==> src/rtl/step_counter_pkg.sv <==
package step_counter_pkg;

   // Action chosen for the next edge, listed from highest to lowest priority
   typedef enum logic [2:0] {
      ACT_CLEAR = 3'd0,
      ACT_KEEP  = 3'd1,
      ACT_FILL  = 3'd2,
      ACT_LOAD  = 3'd3,
      ACT_STEP  = 3'd4
   } act_e;

   // Adder organisation choices for the stepping datapath
   localparam int unsigned ADDER_SPLIT = 0;  // separate add and subtract, then mux
   localparam int unsigned ADDER_SHARED = 1; // one adder with conditional invert and carry-in

endpackage

==> src/rtl/step_counter_arbiter.sv <==
module step_counter_arbiter
   import step_counter_pkg::*;
(
   input  logic clr_i,
   input  logic keep_i,
   input  logic fill_i,
   input  logic load_i,
   output act_e act_o
);

   // Fixed priority chain: clear > keep > fill > load > step
   always_comb begin
      if (clr_i)       act_o = ACT_CLEAR;
      else if (keep_i) act_o = ACT_KEEP;
      else if (fill_i) act_o = ACT_FILL;
      else if (load_i) act_o = ACT_LOAD;
      else             act_o = ACT_STEP;
   end

endmodule

==> src/rtl/step_counter_stepper.sv <==
module step_counter_stepper
   import step_counter_pkg::*;
#(
   parameter int unsigned WIDTH      = 8,
   parameter int unsigned ADDER_KIND = ADDER_SHARED
) (
   input  logic [WIDTH-1:0] cur_i,
   input  logic [WIDTH-1:0] step_i,
   input  logic             up_i,
   output logic [WIDTH-1:0] stepped_o
);

   localparam logic [WIDTH-1:0] ZERO_EXT = '0;

   generate
      if (ADDER_KIND == ADDER_SPLIT) begin : g_split
         logic [WIDTH-1:0] sum_up;
         logic [WIDTH-1:0] sum_dn;
         always_comb begin
            sum_up    = cur_i + step_i;
            sum_dn    = cur_i - step_i;
            stepped_o = up_i ? sum_up : sum_dn;
         end
      end else begin : g_shared
         logic [WIDTH-1:0] operand;
         logic [WIDTH-1:0] carry_in;
         always_comb begin
            operand   = step_i ^ {WIDTH{~up_i}};
            carry_in  = ZERO_EXT | {{(WIDTH-1){1'b0}}, ~up_i};
            stepped_o = cur_i + operand + carry_in;
         end
      end
   endgenerate

endmodule

==> src/rtl/step_counter_nextsel.sv <==
module step_counter_nextsel
   import step_counter_pkg::*;
#(
   parameter int unsigned WIDTH = 8
) (
   input  act_e             act_i,
   input  logic [WIDTH-1:0] cur_i,
   input  logic [WIDTH-1:0] stepped_i,
   input  logic [WIDTH-1:0] load_val_i,
   output logic [WIDTH-1:0] nxt_o
);

   localparam logic [WIDTH-1:0] ALL_ONES = {WIDTH{1'b1}};

   always_comb begin
      unique case (act_i)
         ACT_CLEAR: nxt_o = '0;
         ACT_KEEP:  nxt_o = cur_i;
         ACT_FILL:  nxt_o = ALL_ONES;
         ACT_LOAD:  nxt_o = load_val_i;
         ACT_STEP:  nxt_o = stepped_i;
         default:   nxt_o = '0;
      endcase
   end

endmodule

==> src/rtl/step_counter.sv <==
module step_counter
   import step_counter_pkg::*;
#(
   parameter int unsigned WIDTH      = 8,
   parameter int unsigned ADDER_KIND = ADDER_SHARED
) (
   input  logic             clk_i,
   input  logic             sync_clr_i,
   input  logic             hold_i,
   input  logic             fill_i,
   input  logic             load_i,
   input  logic [WIDTH-1:0] load_val_i,
   input  logic             up_i,
   input  logic [WIDTH-1:0] step_i,
   output logic [WIDTH-1:0] count_o
);

   localparam logic [WIDTH-1:0] TOP_VALUE = {WIDTH{1'b1}};

   generate
      if (WIDTH < 2) begin : g_bad_width
         $error("step_counter: WIDTH must be at least 2");
      end
      if (ADDER_KIND > ADDER_SHARED) begin : g_bad_kind
         $error("step_counter: ADDER_KIND out of range");
      end
   endgenerate

   act_e             act;
   logic [WIDTH-1:0] stepped;
   logic [WIDTH-1:0] nxt;
   logic [WIDTH-1:0] count_q;

   step_counter_arbiter u_arb (
      .clr_i  (sync_clr_i),
      .keep_i (hold_i),
      .fill_i (fill_i),
      .load_i (load_i),
      .act_o  (act)
   );

   step_counter_stepper #(
      .WIDTH      (WIDTH),
      .ADDER_KIND (ADDER_KIND)
   ) u_step (
      .cur_i     (count_q),
      .step_i    (step_i),
      .up_i      (up_i),
      .stepped_o (stepped)
   );

   step_counter_nextsel #(
      .WIDTH (WIDTH)
   ) u_sel (
      .act_i      (act),
      .cur_i      (count_q),
      .stepped_i  (stepped),
      .load_val_i (load_val_i),
      .nxt_o      (nxt)
   );

   always_ff @(posedge clk_i) begin
      count_q <= nxt;
   end

   assign count_o = count_q;

   // a sampled clear yields zero one edge later
   a_r2_clear_zero: assert property (@(posedge clk_i)
      sync_clr_i |=> (count_o == '0));

   // hold keeps the value whatever else is asserted
   a_r3_hold_keeps: assert property (@(posedge clk_i) disable iff (sync_clr_i)
      hold_i |=> (count_o == $past(count_o)));

   // fill forces all ones when no higher command is present
   a_r4_fill_top: assert property (@(posedge clk_i) disable iff (sync_clr_i)
      (!hold_i && fill_i) |=> (count_o == TOP_VALUE));

   // load takes the parallel value when nothing outranks it
   a_r5_load_val: assert property (@(posedge clk_i) disable iff (sync_clr_i)
      (!hold_i && !fill_i && load_i) |=> (count_o == $past(load_val_i)));

   // counting up adds the step modulo 2^WIDTH
   a_r6_count_up: assert property (@(posedge clk_i) disable iff (sync_clr_i)
      (!hold_i && !fill_i && !load_i && up_i)
      |=> (count_o == WIDTH'($past(count_o) + $past(step_i))));

   // counting down subtracts the step modulo 2^WIDTH
   a_r7_count_down: assert property (@(posedge clk_i) disable iff (sync_clr_i)
      (!hold_i && !fill_i && !load_i && !up_i)
      |=> (count_o == WIDTH'($past(count_o) - $past(step_i))));

   // a zero step leaves the count unchanged
   a_r8_zero_step: assert property (@(posedge clk_i) disable iff (sync_clr_i)
      (!hold_i && !fill_i && !load_i && (step_i == '0)) |=> $stable(count_o));

endmodule

==> config.mk <==
export PLATFORM = sky130hd
export DESIGN_NAME = step_counter
export DESIGN_NICKNAME = d
export VERILOG_FILES = /design/src/rtl/step_counter_pkg.sv /design/src/rtl/step_counter_arbiter.sv /design/src/rtl/step_counter_stepper.sv /design/src/rtl/step_counter_nextsel.sv /design/src/rtl/step_counter.sv
export SDC_FILE = /design/constraint.sdc
export NUM_CORES = 1
export LEC_CHECK = 0
export BUFFER_PORTS_ARGS = -buffer_cell sky130_fd_sc_hd__buf_4
export CAP_MARGIN = 15
export CORE_MARGIN = 4
export CORE_UTILIZATION = 40
export DETAILED_ROUTE_END_ITERATION = 7
export PLACE_DENSITY = 0.7
export SETUP_SLACK_MARGIN = 0.2
export SKIP_CTS_REPAIR_TIMING = 1
export SLEW_MARGIN = 20
export SYNTH_ARGS = -nofsm -noshare
export SYNTH_HDL_FRONTEND = slang
export SYNTH_HIERARCHICAL = 1
export SYNTH_SLANG_ARGS = --single-unit
==> constraint.sdc <==
create_clock -name clk_i -period 2.3 [get_ports clk_i]
set_clock_uncertainty 0.15 [all_clocks]
set_input_delay 0.23 -clock clk_i [delete_from_list [all_inputs] [get_ports clk_i]]
set_output_delay 0.23 -clock clk_i [all_outputs]
set_load 0.02 [all_outputs]
==> metrics.yaml <==
outcome:
  status: "finished clean"
power_and_ir_drop:
  p_per_area_nw_per_um2: 524.7
  clock_power_share_pct: 18.4
  pwr-share-seq_pct: 28.9
  switching_share_pct: 35.44
  power.leakage_nw: 0.5478
  p_int_uw: 396.3
  ir_drop_mv: 0.2439
  p_sw_uw: 217.6
  power_uw: 613.9
  p_comb_share_pct: 52.8
grt:
  grt-ovfl-total: 0
  grt_pass1_vias: 753
  track_usage_pct: 14.71
  grt_max_degree: 19
  grt_antenna_before_repair: 0
  grt_pass1_wl_mm: 3.153
yosys:
  synth_area_um2: 887.1
  synth_cell_types: 27
  synth.net_count: 116
  syn_area_per_cell_um2: 10.20
  ys_seq_elements: 8
  synth_cells: 87
  ys_warn_count: 6
  synth-seq-area-share_pct: 18.05
detailed_routing:
  drt_iter0_drc: 12
  vias_per_cell: 5.407
  via_count: 784
  drcViolationCount: 0
  drt-total-wl_mm: 2.008
  dr.pass1.iters: 4
  ant_nets: 0
  wire_per_inst_um: 13.85
final_layout:
  n_fill_cell: 206
  final_nets: 149
  largest_reg_flops: 8
  post-route-util_pct: 57.29
  multi_input_area_um2: 696.9
  diodes: 0
  drive_gt1_share_pct: 44.07
  fin_cells: 145
  areaGrowthSynthToFinish_pct: 31.88
  seq_area_um2: 161.4
sta:
  setup_violations: 0
  hold_viol_final: 0
  hold_ws_ns: 0.02221
  fin_crit_ns: 2.182
  tightest_slew_ns: 0.5767
  maxSlewHeadroom_pct: 61.47
  setup_ws_ns: 0.1183
  slew_viol_final: 0
  fin_crit_sh_pct: 94.86
  rsz0062_at_grt: "true"
  max_freq_mhz: 458.4
run:
  maxCapViolCount: 0
min_path:
  min_path_type: "primary input to register"
setup_path:
  worstPathMaxFanout: 4
  worst-endpoint-required_ns: 2.29
  cp-end-kind: "register"
  crit_chain: "nand2_2 > o21ai_4 > fa_2 > a21o_1 > a21oi_2 > o21bai_1 > a21oi_1 > xnor2_1 > nor4bb_2 > a2111o_1"
  crit_type: "register to register"
  crit_path_max_incr_delay_ns: 0.35
  worstPathBufferInverterCount: 0
  crit_arrival_ns: 2.18
  critPathSlowestCell: "fa_2"
  startpoint_type: "register"
  crit_family: "compound AO/OA/AOI/OAI gates"
floorplanning:
  dieWidth_um: 55.10
  io-pin-count: 30
  die_h_um: 55.10
  die_area_um2: 3035
  placementRows: 16
  core_um2: 2042
  start_util_pct: 43.44
clock_network:
  clk_latency_ns: 0.27
  htreeDepth: 1
  numClockSinks: 8
  cts_inserted_buffers: 3
  cts.path.max_buffers: 2
  clk_pin_slew_ns: 0.06
  cts_tree: "yes"
  cts-root-buf: "clkbuf_4"
place:
  io_buffers: 29
  dp.cells: 142
  globalplace.congestion: 0.8657
  hpwlAfterDp_mm: 1.569
  place_ws_ns: -0.01622
-- cells in the final DEF (no fill, tap or decap) --
cell type  count
a2111o_1       8
a21o_1         3
dfxtp_2        1
nand2_2        1
and4_1         1
a21oi_1        4
nor3b_4        1
nand3_1        1
nand2b_1       1
xor2_1         3
xnor2_1       11
dfxtp_1        7
nand2_1        1
o21bai_1       1
fa_2           1
nor2b_1        2
o21ai_4        1
nor3_1         3
nor4_2         1
nor4bb_1       9
nor4bb_2       1
a21oi_2        1
nor2_1         2
a211o_1        1
buf_4         33
and4bb_2       6
ha_1           5
clkbuf_4       3
xnor2_2        1
nand4_1        1
inv_1          2
ha_2           1
-- through the flow --
stage | TNS [ns] | area, um2
floorplan | 0 | 904.6
global placement | 0 | 1139
detailed placement | -0.01622 | 1139
CTS | 0 | 1161
global route | -0.02219 | 1170
finish | 0 | 1170
-- cells in the mapped netlist --
cell	n	area (um2)
xnor2_1	12	105.1
nor4bb_1	10	100.1
a2111o_1	8	90.09
dfxtp_1	8	160.2
and4bb_2	6	75.07
ha_1	6	75.07
a21oi_1	4	20.02
a21o_1	3	22.52
buf_6	3	33.78
nor3_1	3	15.01
xor2_1	3	26.28
buf_2	2	10.01
inv_1	2	7.510
nand2_1	2	7.510
nor2_1	2	7.510
nor2b_1	2	12.51
a211o_1	1	8.760
a21oi_2	1	8.760
and4_1	1	8.760
fa_1	1	20.02
nand2b_1	1	6.260
nand3_1	1	5.000
nand4_1	1	6.260
nor3b_4	1	18.77
nor4_2	1	12.51
o21ai_4	1	16.27
o21bai_1	1	7.510
-- power groups by stage --
stage               Sequential, mW  Combinational, mW  Clock, mW
finish                       0.177              0.324      0.113
floorplan                    0.197              0.209          0
global route                 0.180              0.353      0.121
detailed placement           0.180              0.322          0
global placement             0.179              0.317          0
CTS                          0.177              0.322      0.115
-- routing by layer --
layer	global-route usage, %	wire length [um]	vias up
li1	-	-	405
met1	19.55	967	354
met2	22.64	901	20
met3	1.072	80	5
met4	9.717	59	0
met5	0	0	-
-- kinds of logic (layout without fill, tap and decap cells) --
family                   after synthesis  count (layout)  synth area share, %
flip-flops                             8               8                18.05
buffers and inverters                  7              38                5.783
AND/OR/NAND/NOR                       31              31                31.03
AO/OA/AOI/OAI                         19              19                19.61
XOR/XNOR                              15              15                14.81
adder cells (fa/ha/maj)                7               7                10.72
-- path summary, 6_finish.rpt --
kind,from,end,slack [ns],cells past startpoint
hold reg to reg,count_o[4],count_o[4],0.56,2
setup / recovery,count_o[0],count_o[6],0.12,10
hold / removal,load_val_i[1],count_o[1],0.02,2
setup reg to reg,count_o[0],count_o[6],0.12,10
-- cell type report --
cell class                 count  area share, %
multi-input combinational     72          59.57
timing repair buffer          33          21.18
sequential                     8          13.80
tap                           27          2.888
clock buffer                   3          1.925
inverter                       2         0.6417
No activity file was read; power rests on OpenSTA's default activity.
